[src/rtl/coin_pkg.sv]
package coin_pkg;
   typedef enum logic [1:0] {
      COIN_NONE    = 2'd0,
      COIN_NICKEL  = 2'd1,
      COIN_DIME    = 2'd2,
      COIN_QUARTER = 2'd3
   } coin_e;

   typedef enum logic [1:0] {
      SEQ_IDLE  = 2'd0,
      SEQ_HOLD  = 2'd1,
      SEQ_CLEAR = 2'd2
   } seq_e;

   // count contiguous ones from bit 0 of the level
   function automatic coin_e coin_from_level(input logic [2:0] lvl);
      coin_e c;
      if (!lvl[0])      c = COIN_NONE;
      else if (!lvl[1]) c = COIN_NICKEL;
      else if (!lvl[2]) c = COIN_DIME;
      else              c = COIN_QUARTER;
      return c;
   endfunction
endpackage

[src/rtl/coin_level_sync.sv]
module coin_level_sync #(
   parameter int WIDTH  = 3,
   parameter int STAGES = 2
) (
   input  logic             clk,
   input  logic             rst,
   input  logic [WIDTH-1:0] raw_i,
   output logic [WIDTH-1:0] sync_o,
   output logic             rise0_o
);
   logic [WIDTH-1:0] chain_q [STAGES];
   logic [WIDTH-1:0] prev_q;

   generate
      if (STAGES < 2) begin : g_bad
         $error("coin_level_sync: STAGES must be at least 2");
      end
   endgenerate

   always_ff @(posedge clk) begin
      if (rst) begin
         for (int i = 0; i < STAGES; i++) chain_q[i] <= '0;
         prev_q <= '0;
      end else begin
         chain_q[0] <= raw_i;
         for (int i = 1; i < STAGES; i++) chain_q[i] <= chain_q[i-1];
         prev_q <= chain_q[STAGES-1];
      end
   end

   assign sync_o  = chain_q[STAGES-1];
   assign rise0_o = chain_q[STAGES-1][0] & ~prev_q[0];
endmodule

[src/rtl/coin_seq_ctrl.sv]
module coin_seq_ctrl
   import coin_pkg::*;
#(
   parameter int HOLD_CYC = 100,
   parameter int CLR_CYC  = 50
) (
   input  logic  clk,
   input  logic  rst,
   input  logic  start_i,
   input  coin_e coin_i,
   output coin_e shown_o,
   output logic  busy_o,
   output logic  clr_o
);
   localparam int MAX_CYC = (HOLD_CYC > CLR_CYC) ? HOLD_CYC : CLR_CYC;
   localparam int CNT_W   = $clog2(MAX_CYC + 1);

   seq_e             state_q;
   logic [CNT_W-1:0] cnt_q;
   coin_e            shown_q;

   always_ff @(posedge clk) begin
      if (rst) begin
         state_q <= SEQ_IDLE;
         cnt_q   <= '0;
         shown_q <= COIN_NONE;
      end else begin
         case (state_q)
            SEQ_IDLE: begin
               if (start_i) begin
                  state_q <= SEQ_HOLD;
                  cnt_q   <= CNT_W'(HOLD_CYC - 1);
                  shown_q <= coin_i;
               end
            end
            SEQ_HOLD: begin
               if (coin_i > shown_q) shown_q <= coin_i;
               if (cnt_q == '0) begin
                  state_q <= SEQ_CLEAR;
                  cnt_q   <= CNT_W'(CLR_CYC - 1);
               end else begin
                  cnt_q <= cnt_q - 1'b1;
               end
            end
            SEQ_CLEAR: begin
               if (cnt_q == '0) begin
                  state_q <= SEQ_IDLE;
                  shown_q <= COIN_NONE;
               end else begin
                  cnt_q <= cnt_q - 1'b1;
               end
            end
            default: state_q <= SEQ_IDLE;
         endcase
      end
   end

   assign shown_o = shown_q;
   assign busy_o  = (state_q != SEQ_IDLE);
   assign clr_o   = (state_q == SEQ_CLEAR);
endmodule

[src/rtl/coin_seg_enc.sv]
module coin_seg_enc (
   input  logic [3:0] bcd_i,
   output logic [6:0] seg_n_o
);
   logic [6:0] lit;   // {g,f,e,d,c,b,a}, 1 = segment on

   always_comb begin
      case (bcd_i)
         4'd0:    lit = 7'b0111111;
         4'd1:    lit = 7'b0000110;
         4'd2:    lit = 7'b1011011;
         4'd3:    lit = 7'b1001111;
         4'd4:    lit = 7'b1100110;
         4'd5:    lit = 7'b1101101;
         4'd6:    lit = 7'b1111101;
         4'd7:    lit = 7'b0000111;
         4'd8:    lit = 7'b1111111;
         4'd9:    lit = 7'b1101111;
         default: lit = 7'b1000000;
      endcase
   end

   assign seg_n_o = ~lit;
endmodule

[src/rtl/coin_display_seq.sv]
module coin_display_seq
   import coin_pkg::*;
#(
   parameter int CLK_HZ      = 50_000_000,
   parameter int HOLD_MS     = 1850,
   parameter int CLR_MS      = 840,
   parameter int SYNC_STAGES = 2
) (
   input  logic       clk,
   input  logic       rst,
   input  logic [2:0] level_i,
   output logic [3:0] bcd_tens,
   output logic [3:0] bcd_units,
   output logic [6:0] seg_tens_n,
   output logic [6:0] seg_units_n,
   output logic       busy,
   output logic       peak_clr
);
   localparam int CYC_PER_MS = CLK_HZ / 1000;
   localparam int HOLD_CYC   = CYC_PER_MS * HOLD_MS;
   localparam int CLR_CYC    = CYC_PER_MS * CLR_MS;

   generate
      if (CYC_PER_MS < 1) begin : g_bad_clk
         $error("coin_display_seq: CLK_HZ must be at least 1000");
      end
      if (HOLD_MS < 1 || CLR_MS < 1) begin : g_bad_len
         $error("coin_display_seq: interval lengths must be positive");
      end
   endgenerate

   logic [2:0] level_s;
   logic       start;
   coin_e      coin_now;
   coin_e      shown;
   logic [3:0] digit [2];
   logic [6:0] seg   [2];

   coin_level_sync #(.WIDTH(3), .STAGES(SYNC_STAGES)) u_sync (
      .clk(clk), .rst(rst), .raw_i(level_i), .sync_o(level_s), .rise0_o(start)
   );

   assign coin_now = coin_from_level(level_s);

   coin_seq_ctrl #(.HOLD_CYC(HOLD_CYC), .CLR_CYC(CLR_CYC)) u_ctrl (
      .clk(clk), .rst(rst), .start_i(start), .coin_i(coin_now),
      .shown_o(shown), .busy_o(busy), .clr_o(peak_clr)
   );

   always_comb begin
      case (shown)
         COIN_NICKEL:  begin digit[1] = 4'd0; digit[0] = 4'd5; end
         COIN_DIME:    begin digit[1] = 4'd1; digit[0] = 4'd0; end
         COIN_QUARTER: begin digit[1] = 4'd2; digit[0] = 4'd5; end
         default:      begin digit[1] = 4'd0; digit[0] = 4'd0; end
      endcase
   end

   generate
      for (genvar d = 0; d < 2; d++) begin : g_digit
         coin_seg_enc u_enc (.bcd_i(digit[d]), .seg_n_o(seg[d]));
      end
   endgenerate

   assign bcd_tens    = digit[1];
   assign bcd_units   = digit[0];
   assign seg_tens_n  = seg[1];
   assign seg_units_n = seg[0];
endmodule

[config.mk]
export PLATFORM = sky130hd
export DESIGN_NAME = coin_display_seq
export DESIGN_NICKNAME = d
export VERILOG_FILES = /design/src/rtl/coin_pkg.sv /design/src/rtl/coin_level_sync.sv /design/src/rtl/coin_seq_ctrl.sv /design/src/rtl/coin_seg_enc.sv /design/src/rtl/coin_display_seq.sv
export SDC_FILE = /design/constraint.sdc
export NUM_CORES = 1
export LEC_CHECK = 0
export BUFFER_PORTS_ARGS = -buffer_cell sky130_fd_sc_hd__buf_4
export CAP_MARGIN = 25
export CELL_PAD_IN_SITES_DETAIL_PLACEMENT = 0
export CELL_PAD_IN_SITES_GLOBAL_PLACEMENT = 1
export CORE_UTILIZATION = 30
export DETAILED_ROUTE_END_ITERATION = 16
export MAX_ROUTING_LAYER = met4
export PLACE_DENSITY = 0.67
export SYNTH_ARGS = -nofsm -noshare
export SYNTH_HDL_FRONTEND = slang
export SYNTH_HIERARCHICAL = 1
export SYNTH_SLANG_ARGS = --single-unit
export TNS_END_PERCENT = 1
[constraint.sdc]
create_clock -name clk -period 4.6 [get_ports clk]
set_input_delay 0 -clock clk [delete_from_list [all_inputs] [get_ports clk]]
set_output_delay 0 -clock clk [all_outputs]
set_load 0.1 [all_outputs]
==> metrics.md, run 1 <==
| Metric | Value |
|---|---|
| Status | `finished with violations` |
| Failing checks | `slew limit` |
| Final Non-Filler Cells | `487` |
| Switching power | `between 0.3 and 0.4 mW` |
| Clock skew | `7.81 ps` |
| Clock slew seen by the registers of the worst setup and hold paths | `80 ps` |
| Post-synthesis adder-cell area fraction | `roughly 8.3%` |
| Final wirelength | `roughly 6400 µm` |
| Critical path peak fanout | `14` |
| Share of post-route cells with drive strength above 1 | `between 10 and 15%` |
| Finished Core Util | `roughly 36%` |
| Antenna violations before repair | `0` |
| Detailed-placement wirelength estimate | `4690 µm` |
| Power density cells | `341 nW/µm²` |
| Critical Path Max Stage Delay | `620 ps` |
| Type of destination of the critical path | `register` |
| Wire per inst | `around 13 µm` |
| Post-synth EDFFs | `0` |
| DRC violations left | `0` |
| Largest net degree at the start of global routing | `37` |
| Synth async-reset ratio | `0%` |
| Final Max Tran Viols | `1` |
| Die W | `97.0 µm` |
| Met1 usage | `between 10% and 20%` |
| Ys Warns | `6` |
| Seq/Total Area, Yosys | `28.1%` |
| GR peak layer | `met2` |
| Initial DRC count | `147` |
| Tcrit/Tclk final | `60.2%` |
| XOR/XNOR Fraction of Synth Area | `1.94%` |
| Crit path max-delay cell type | `or4_1` |
| RSZ-0062 raised after global routing | `false` |
| Critical path cell sequence | `or4_1, and4b_1, and4_1, nand2b_1, o21ai_0, a31oi_1` |
| Number of antenna-violating nets in the routed design | `0` |
| Final hold violation count | `0` |
| Sequential power share | `34.8%` |
| Clock sink total | `38` |
| Initial core utilization | `31.0%` |
| Synth Area in Simple Gates | `34.2%` |
| Die outline area | `9400 µm²` |
| Mapped Area | `2710 µm²` |
| Main flop type after synthesis | `dfxtp_1` |
| Tightest Pin Transition | `1730 ps` |
| Combinational share of power | `32.3%` |
| Met2 Usage GRT | `between 20% and 30%` |
| Synthesized area per cell | `a little under 8 µm²` |
| Max Cap Viol | `0` |
| Top delay family on crit path | `simple AND/OR/NAND/NOR gates` |
| Setup TNS | `0 ps` |
| Vias in the first global route | `2264` |
| Leakage Power | `1.28 nW` |
| Distinct cell type count after synthesis | `58` |
| Critical Path RT | `between 4000 and 5000 ps` |
| CTS Buffer Depth | `2` |
| Final Wtd Congestion | `approximately 0.83` |
| GR Util met3 | `about 2.5%` |
| Via count | `2432` |
| Mux cell area share after synthesis | `around 1.1%` |
| Core area | `8720 µm²` |
| Resize count post-CTS | `0` |
| Drt via density | `4.99` |
| Layout area overhead | `14.6%` |
| Sw frac | `between 30% and 40%` |
| Flops & latches, synth | `38` |
| Top Ports | `29` |
| Post-Place Cells | `476` |
| Min-delay worst type | `in2reg` |
| # rows | `34` |
| # setup viols final | `0` |
| CTS buffer count | `5` |
| Period minus WS final | `between 2000 and 3000 ps` |
| CP bufs+invs | `0` |
| Die height | `about 97 µm` |
| Max H-tree Level | `2` |
| Post-CTS Setup Bufs | `0` |
| Headroom to the max-slew limit | `-15.5%` |
| P_int | `roughly 0.67 mW` |
| Clk_lat worst skew | `between 200 and 300 ps` |
| Nets@finish | `401` |
| CTS tree | `done` |
| Overflow after GRT | `0` |
| Post-synthesis compound-gate area fraction | `18.2%` |
| Syn Inst Count | `349` |
| Worst Path Arrival | `slightly below 3000 ps` |
| Largest family of logic cells by synthesized area | `simple AND/OR/NAND/NOR gates` |
| WHS | `108 ps` |
| Buffers added on ports | `22` |
| ANT cells | `0` |
| Pre-antenna DRT Iters | `4` |
| CP Class | `reg2reg` |
| Total track usage | `14.3%` |
| Hold buffers post-CTS | `3` |
| Clk pwr share | `32.8%` |
| VDD IR max | `142 µV` |
| Top achievable clock speed | `0.361 GHz` |
| Startpoint Class | `register` |
| First-pass GRT wire length | `10700 µm` |
| Root buffer cell | `clkbuf_8` |
-- cells by family after synthesis --
| kind of cell | Yosys count |
|---|---|
| xor gates and xnor gates | 6 |
| muxes | 3 |
| adders and majority gates | 18 |
| other | 1 |
| buffers and inverters | 41 |
| AOI/OAI and AO/OA | 77 |
| and+or+nand+nor | 165 |
| DFF | 38 |
-- through the flow --
stage / area, µm² / setup slack [ps] / total power, mW
after floorplan: 2780 / 670 / 0.654
after global placement: 2930 / 1930 / 0.715
after detailed placement: 2930 / 1870 / 0.713
after CTS: 3100 / 1860 / 1.07
after global routing: 3100 / 1680 / 1.11
final: 3100 / 1830 / 1.06
-- state kept, by name (all words and copies together) (netlist names) --
name,cells
u_ctrl/cnt_q,27
u_ctrl/shown_o,2
u_ctrl/state_q,2
u_sync/chain_q,6
u_sync/prev_q,1
-- worst register-to-register path, delay by kind of cell (launching register included) --
kind / cells / cell delay, ps
simple gates: 4 / 1960
compound gates: 2 / 390
flops: 1 / 350
-- final timing paths --
| kind | start | endpoint | slack, ps | depth (start not counted) |
|---|---|---|---|---|
| setup / recovery | u_ctrl/cnt_q[19] | u_ctrl/cnt_q[10] | 1830 | 6 |
| hold / removal | rst | u_ctrl/cnt_q[1] | 110 | 2 |
| setup reg to reg | u_ctrl/cnt_q[19] | u_ctrl/cnt_q[10] | 1830 | 6 |
| hold reg to reg | u_sync/chain_q[0][1] | u_sync/chain_q[0][4] | 440 | 1 |
-- cell type report --
type,count,area (µm²)
clock buffer,5,68.8
clock inverter,3,68.8
fill,911,5620
inverter,19,71.3
multi-input combinational,289,1800
sequential,38,761
tap,108,135
timing repair buffer,25,195
-- per-layer routing --
| layer | share of wire, % | vias to the layer above | wire, µm |
|---|---|---|---|
| met1 | 49 | 1104 | 3110 |
| met4 | 1.7 | 0 | 109 |
| met2 | 45 | 59 | 2850 |
| met5 | 0 | - | 0 |
| met3 | 4.8 | 11 | 303 |
| li1 | - | 1258 | - |
-- power by group through the flow --
stage          combinational [mW]  sequential (mW)  clock (mW)
2_1_floorplan               0.285            0.369           0
3_3_place_gp                0.339            0.375           0
3_5_place_dp                0.338            0.375           0
4_1_cts                     0.341            0.368       0.357
5_1_grt                     0.372            0.372       0.368
6_report                    0.342            0.368       0.347
-- cell usage in the layout, fill, tap and decap left out, drive strengths merged, types with 17 or more instances in the layout --
| master | instances |
|---|---|
| a21oi | 24 |
| buf | 22 |
| conb | 20 |
| dfxtp | 38 |
| ha | 18 |
| inv | 19 |
| nand2 | 17 |
| nor2 | 49 |
| nor2b | 22 |
| nor3 | 23 |
| o21ai | 17 |
-- Yosys cell counts (4+ instances only) --
cell type   n  share of area [%]
nor4_1      4               0.92
nor4_2      4                1.9
a22oi_1     4                1.1
or3_1       6                1.4
a31oi_1     7                1.6
nand3_1     5               0.92
nand4_1     4               0.92
ha_1       18                8.3
nor2_1     48                6.7
clkbuf_1    7               0.97
a22o_1      4                1.3
nor3_1     21                3.9
nand2_1    17                2.4
a21o_1      4                1.1
and2_1      5                1.2
nor2b_1    22                5.1
a21oi_1    24                4.4
inv_1      19                2.6
o21ai_0    15                2.8
xnor2_1     6                1.9
dfxtp_1    38                 28
buf_4      10                2.8
(Power assumes the default switching activity.)
==> run 2: changes to the inputs <==
--- a/config.mk
+++ b/config.mk
@@ -5,6 +5,7 @@
 export SDC_FILE = /design/constraint.sdc
 export NUM_CORES = 1
 export LEC_CHECK = 0
+export ABC_AREA = 1
 export BUFFER_PORTS_ARGS = -buffer_cell sky130_fd_sc_hd__buf_4
 export CAP_MARGIN = 25
 export CELL_PAD_IN_SITES_DETAIL_PLACEMENT = 0
@@ -12,7 +13,7 @@
 export CORE_UTILIZATION = 30
 export DETAILED_ROUTE_END_ITERATION = 16
 export MAX_ROUTING_LAYER = met4
-export PLACE_DENSITY = 0.67
+export PLACE_DENSITY = 0.69
 export SYNTH_ARGS = -nofsm -noshare
 export SYNTH_HDL_FRONTEND = slang
 export SYNTH_HIERARCHICAL = 1
==> constraint.sdc (replaced) <==
create_clock -name clk -period 2.9 [get_ports clk]
set_input_delay 0 -clock clk [delete_from_list [all_inputs] [get_ports clk]]
set_output_delay 0 -clock clk [all_outputs]
set_load 0.1 [all_outputs]
==> run 2 against run 1 <==
Effect of this change: the flow still finishes with violations (slew limit); non-clock buffer count unchanged; clock-buffer cell count unchanged; synthesized area grew 4.9%; hold slack got worse by 54 ps; synthesized cell count rose by 32%; core utilization up 0.054 points; power is 120% higher; clock skew is 0.98 ps higher.
==> metrics.md, run 2 <==
| Metric | Value |
|---|---|
| Status | `finished with violations` |
| Failing checks | `slew limit` |
| Synth async-reset ratio | `0%` |
| Share of post-route cells with drive strength above 1 | `12.1%` |
| Final wirelength | `7250 µm` |
| Share of the synthesized area in the top cell type | `between 20% and 30%` |
| Mapped Area | `2840 µm²` |
| Clock sink total | `38` |
| Synthesized area per cell | `6.16 µm²` |
| Mux cell area share after synthesis | `0%` |
| Die outline area | `9860 µm²` |
| Synth Area in Simple Gates | `39.0%` |
| ANT cells | `0` |
| Critical Path RT | `2900 ps` |
| CTS Buffer Depth | `2` |
| Layout area overhead | `15.3%` |
| Cell taking the most area after synthesis | `dfxtp_1` |
| # rows | `35` |
| Tcrit/Tclk final | `71.3%` |
| Top achievable clock speed | `0.484 GHz` |
| Largest net degree at the start of global routing | `26` |
| # setup viols final | `0` |
| Max Cap Viol | `0` |
| Clk_lat worst skew | `~300 ps` |
| Flops & latches, synth | `38` |
| Period minus WS final | `2070 ps` |
| Total track usage | `16.3%` |
| Finished Core Util | `35.6%` |
| Distinct cell type count after synthesis | `33` |
| P_int | `between 1 and 1.5 mW` |
| Nets@finish | `517` |
| Top cells by count, synth | `129 x nand2_1, 77 x nor2_1, 58 x inv_1, 38 x dfxtp_1, 28 x nand3_1` |
| Startpoint Class | `register` |
| RSZ-0062 raised after global routing | `false` |
| Type of destination of the critical path | `output pin` |
| Synth area leaders | `dfxtp_1 27%, nand2_1 17%, nor2_1 10%` |
| Largest family of logic cells by synthesized area | `simple AND/OR/NAND/NOR gates` |
| Crit. Startpoint | `u_ctrl/shown_o[0]` |
| Critical path peak fanout | `16` |
| Syn Inst Count | `461` |
| Count leader, synth | `nand2_1` |
| Switching power | `1.08 mW` |
| CTS tree | `done` |
| Worst Path Arrival | `~2100 ps` |
| Vias in the first global route | `2496` |
| XOR/XNOR Fraction of Synth Area | `4.01%` |
| Initial core utilization | `between 30% and 40%` |
| Core area | `9200 µm²` |
| Clock skew | `8.79 ps` |
| Commonest non-fill, non-tap cell in the layout | `nand2_1` |
| Via count | `2722` |
| Combinational share of power | `around 48%` |
| Die height | `99.3 µm` |
| Buffers added on ports | `22` |
| Ys Warns | `6` |
| Largest Register | `u_ctrl/cnt_q` |
| Drt via density | `4.49` |
| Power density cells | `roughly 700 nW/µm²` |
| Initial DRC count | `109` |
| Post-synthesis adder-cell area fraction | `7.93%` |
| Clock slew seen by the registers of the worst setup and hold paths | `90 ps` |
| VDD IR max | `around 380 µV` |
| Setup TNS | `0 ps` |
| Antenna violations before repair | `0` |
| Worst r2r src | `u_ctrl/state_q[0]` |
| Max reg flops | `27` |
| Main flop type after synthesis | `dfxtp_1` |
| Headroom to the max-slew limit | `-25.2%` |
| First-pass GRT wire length | `between 10000 and 15000 µm` |
| Final hold violation count | `0` |
| Wire per inst | `12.0 µm` |
| Post-CTS Setup Bufs | `0` |
| Top Ports | `29` |
| Final Max Tran Viols | `1` |
| CTS buffer count | `5` |
| DRC violations left | `0` |
| Number of antenna-violating nets in the routed design | `0` |
| # fillers | `1004` |
| Leakage Power | `~1.6 nW` |
| Sequential power share | `between 20% and 30%` |
| Final Wtd Congestion | `just over 0.8` |
| Biggest regs | `u_ctrl/cnt_q (27), u_sync/chain_q (6)` |
| Clk pwr share | `about a quarter` |
| Pre-antenna DRT Iters | `4` |
| Overflow after GRT | `0` |
| Reg2Reg Setup Slack | `~850 ps` |
| Commonest non-fill, non-tap cells in the layout | `129 x nand2_1, 76 x nor2_1, 58 x inv_1, 38 x dfxtp_1, 28 x nand3_1` |
| Sw frac | `approximately 47%` |
| CP Class | `reg2out` |
| HP Start | `rst` |
| Tightest Pin Transition | `~1900 ps` |
| Post-synth EDFFs | `0` |
| Die W | `99.3 µm` |
| Detailed-placement wirelength estimate | `5450 µm` |
| Max H-tree Level | `2` |
| Seq/Total Area, Yosys | `between 20% and 30%` |
| Min-delay worst type | `in2reg` |
| Root buffer cell | `clkbuf_8` |
| Post-synthesis compound-gate area fraction | `a little under a tenth` |
-- run 2: cell types whose count changed in the layout (fill, tap and decap cells not counted), sizes merged, moves of 7 or more --
cell   before  now
xor2        0    8
nand3       6   31
nor2b      22    0
inv        19   68
nor4        8    0
a31oi       7    0
nand2      17  130
nor2       49   86
nor3       23    1
-- run 2: final timing paths --
| check | end | cells past startpoint |
|---|---|---|
| setup reg to reg | u_ctrl/cnt_q[5] | 8 |
| hold reg to reg | u_sync/chain_q[0][5] | 2 |
| hold / removal | u_sync/chain_q[0][4] | 2 |
| setup / recovery | seg_tens_n[5] | 8 |
-- run 2: repair_timing --
action / 4_1_cts / 5_1_grt
resized for setup: 0 / 0
endpoints found under the hold margin: 3 / 0
hold buffers: 3 / 0
-- run 2: layer usage --
| layer | routed length, µm | global-route usage (%) | up-vias | part of all wire (%) |
|---|---|---|---|---|
| li1 | - | - | 1466 | - |
| met1 | 3580 | 22.1 | 1210 | 49 |
| met4 | 8 | 3.73 | 0 | 0.11 |
| met3 | 301 | 2.53 | 2 | 4.1 |
| met2 | 3360 | 25.4 | 44 | 46 |
| met5 | 0 | - | - | 0 |
-- run 2: layout make-up --
type / instances / area, µm² / share of cell area, %
multi-input combinational: 356 / 1780 / 54.5
sequential: 38 / 761 / 23.2
inverter: 68 / 258 / 7.87
timing repair buffer: 25 / 195 / 5.96
tap: 111 / 139 / 4.24
clock buffer: 5 / 68.8 / 2.10
clock inverter: 3 / 68.8 / 2.10
-- run 2: worst max-delay path, stage by stage (launching register included) --
cell,delay [ps]
dfxtp_1,680
nand2_1,100
inv_1,160
inv_1,120
ha_1,190
nand2_1,90
nand3_1,80
nand2_1,60
buf_4,280
-- run 2: kinds of logic after synthesis --
kind of cell             after synthesis
AO/OA/AOI/OAI                         49
XOR/XNOR                              13
adder cells (fa/ha/maj)               18
buffers and inverters                 85
flip-flops                            38
other                                  1
AND/OR/NAND/NOR                      257
-- run 2: stage by stage --
| step | worst slack, ps | cell area [µm²] | power [mW] | std cells | hold WS [ps] |
|---|---|---|---|---|---|
| after floorplan | 34.6 | 2910 | 1.54 | 479 | 71.2 |
| after global placement | 878 | 3110 | 1.75 | 595 | 204 |
| after detailed placement | 869 | 3110 | 1.75 | 595 | 211 |
| after CTS | 790 | 3270 | 2.32 | 606 | 59.6 |
| after global routing | 598 | 3270 | 2.49 | 606 | 55.4 |
| final | 833 | 3270 | 2.31 | 606 | 53.6 |
-- run 2: power groups by stage --
stage / Combinational, mW / Sequential (mW) / Clock (mW)
after floorplan: 0.908 / 0.630 / 0
after global placement: 1.11 / 0.646 / 0
after detailed placement: 1.10 / 0.649 / 0
after CTS: 1.11 / 0.637 / 0.576
after global routing: 1.24 / 0.645 / 0.604
final: 1.11 / 0.636 / 0.560
==> run 3: changes to the inputs <==
--- a/config.mk
+++ b/config.mk
@@ -13,7 +13,7 @@
 export CORE_UTILIZATION = 30
 export DETAILED_ROUTE_END_ITERATION = 16
 export MAX_ROUTING_LAYER = met4
-export PLACE_DENSITY = 0.69
+export PLACE_DENSITY = 0.72
 export SYNTH_ARGS = -nofsm -noshare
 export SYNTH_HDL_FRONTEND = slang
 export SYNTH_HIERARCHICAL = 1
==> constraint.sdc (replaced) <==
create_clock -name clk -period 1.7 [get_ports clk]
set_input_delay 0 -clock clk [delete_from_list [all_inputs] [get_ports clk]]
set_output_delay 0 -clock clk [all_outputs]
set_load 0.1 [all_outputs]
==> run 3 against run 2 <==
Effect of this change: the flow still finishes with violations (slew limit); routed wire length grew 6.0%; clock power grew 19%; die area is the same; final cell count grew 8.9%; via count grew 8.3%; combinational power grew 120%; largest power group unchanged.
==> metrics.md, run 3 (synthesis gave the netlist of run 2 again) <==
| Metric | Value |
|---|---|
| Worst Path Arrival | `around 1600 ps` |
| CTS tree | `done` |
| Final Wtd Congestion | `0.845` |
| Top achievable clock speed | `0.612 GHz` |
| Headroom to the max-slew limit | `-22.4%` |
| # fillers | `about 980` |
| Critical path peak fanout | `6` |
| Max Cap Viol | `0` |
| Clock sink total | `38` |
| Max reg flops | `27` |
| Worst setup margin | `between 60 and 70 ps` |
| Die outline area | `9860 µm²` |
| Top Ports | `29` |
| Clock slew seen by the registers of the worst setup and hold paths | `80 ps` |
| Clk_lat worst skew | `just under 300 ps` |
| Clock skew | `just over 8 ps` |
| Core area | `9200 µm²` |
| Largest net degree at the start of global routing | `26` |
| Max H-tree Level | `2` |
| Switching power | `just under 2 mW` |
| Sw frac | `between 40 and 50%` |
| Commonest non-fill, non-tap cell in the layout | `nand2_1` |
| Die height | `99.3 µm` |
| Critical Path RT | `1700 ps` |
| Post-Place Cells | `between 600 and 700` |
| # setup viols final | `0` |
| Type of destination of the critical path | `output pin` |
| Largest Register | `u_ctrl/cnt_q` |
| Wire per inst | `approximately 12 µm` |
| Nets@finish | `571` |
| Initial DRC count | `99` |
| Leakage Power | `1.90 nW` |
| ANT cells | `0` |
| VDD IR max | `about 470 µV` |
| Area of the multi-input gates | `1960 µm²` |
| Vias in the first global route | `2796` |
| RSZ-0062 raised after global routing | `true` |
| Pre-antenna DRT Iters | `4` |
| Layout area overhead | `37.8%` |
| Die W | `99.3 µm` |
| Combinational share of power | `58.5%` |
| P_int | `around 2.2 mW` |
| Sequential power share | `25.6%` |
| Clk pwr share | `around 16%` |
| Sequential Area | `768 µm²` |
| Min-delay worst type | `in2reg` |
| First-pass GRT wire length | `13200 µm` |
| Overflow after GRT | `0` |
| Final hold violation count | `0` |
| Final instance area | `around 4000 µm²` |
| WHS | `~78 ps` |
| Root buffer cell | `clkbuf_8` |
| CTS Buffer Depth | `2` |
| Tcrit/Tclk final | `96.2%` |
| Antenna violations before repair | `0` |
| Via count | `2948` |
| Detailed-placement wirelength estimate | `~6000 µm` |
| Placed Area | `3580 µm²` |
| CP Class | `reg2out` |
| Final Non-Filler Cells | `660` |
| Failing checks | `slew limit` |
| Period minus WS final | `1630 ps` |
| Initial core utilization | `30.9%` |
| Commonest non-fill, non-tap cells in the layout | `120 x nand2_1, 68 x buf_4, 57 x nor2_1, 47 x inv_1, 34 x dfxtp_1` |
| Final Max Tran Viols | `1` |
| Status | `finished with violations` |
| Total track usage | `17.2%` |
| Number of antenna-violating nets in the routed design | `0` |
| Tightest Pin Transition | `between 1500 and 2000 ps` |
| Share of post-route cells with drive strength above 1 | `30.1%` |
| # rows | `35` |
| Reg2Reg Setup Slack | `roughly 90 ps` |
| Buffers added on ports | `22` |
| CTS buffer count | `5` |
| Power density cells | `1070 nW/µm²` |
| Biggest regs | `u_ctrl/cnt_q (27), u_sync/chain_q (6)` |
| Final wirelength | `7690 µm` |
| Drt via density | `4.47` |
| Startpoint Class | `register` |
| DRC violations left | `0` |
| DP Worst Slack | `-51.9 ps` |
==> run 3: final timing paths <==
kind	to	start	cells after the start
worst min register to register	u_sync/chain_q[0][4]	u_sync/chain_q[0][1]	2
worst max register to register	u_ctrl/shown_o[1]	u_sync/chain_q[0][3]	10
worst min-delay path	u_sync/prev_q[0]	rst	2
worst max-delay path	seg_tens_n[0]	u_ctrl/shown_o[0]	9
==> run 3: per-layer routing <==
layer,wire length (µm),global-route usage (%),vias to the layer above
met4,91,3.62,0
met2,3530,29.1,59
met3,402,2.46,9
li1,-,-,1568
met1,3660,21.9,1312
met5,0,-,-
==> run 3: power groups by stage <==
stage          Sequential (mW)  Clock [mW]  Combinational (mW)
6_report                  1.07       0.664                2.44
3_5_place_dp              1.08           0                2.24
2_1_floorplan             1.08           0                1.60
4_1_cts                   1.06       0.687                2.29
3_3_place_gp              1.08           0                2.23
5_1_grt                   1.09       0.726                2.69
==> run 3: timing repair <==
item | CTS | global route
hold buffers | 3 | 0
hold endpoints to repair | 3 | 0
setup endpoints to repair | 10 | 36
pin swaps | 0 | 12
setup buffers | 0 | 7
resized for setup | 10 | 41
==> run 3: cell type report <==
type                    count  area share, %
repair buffers             79           17.5
well taps                 111           3.55
flip-flops and latches     38           19.6
clock buffers               7           2.21
inverters                  68           6.97
multi-input cells         356           50.0
clock inverters             1          0.128
==> run 3: per-stage QoR <==
step | utilization (%) | setup TNS [ps] | power [mW]
final | 42.5 | 0 | 4.17
after global routing | 42.5 | -315 | 4.50
after CTS | 40.6 | -15.3 | 4.04
after detailed placement | 38.9 | -72.1 | 3.32
after global placement | 38.9 | -45.4 | 3.32
after floorplan | - | -4800 | 2.67
==> run 3: worst max-delay path, stage by stage, from the launching register on <==
cell and delay (ps):
dfxtp_4 380, nand2_1 110, clkinvlp_4 130, inv_2 100, ha_1 150, inv_2 30
nand2_1 70, nand3_1 120, nand2_4 90, buf_12 160
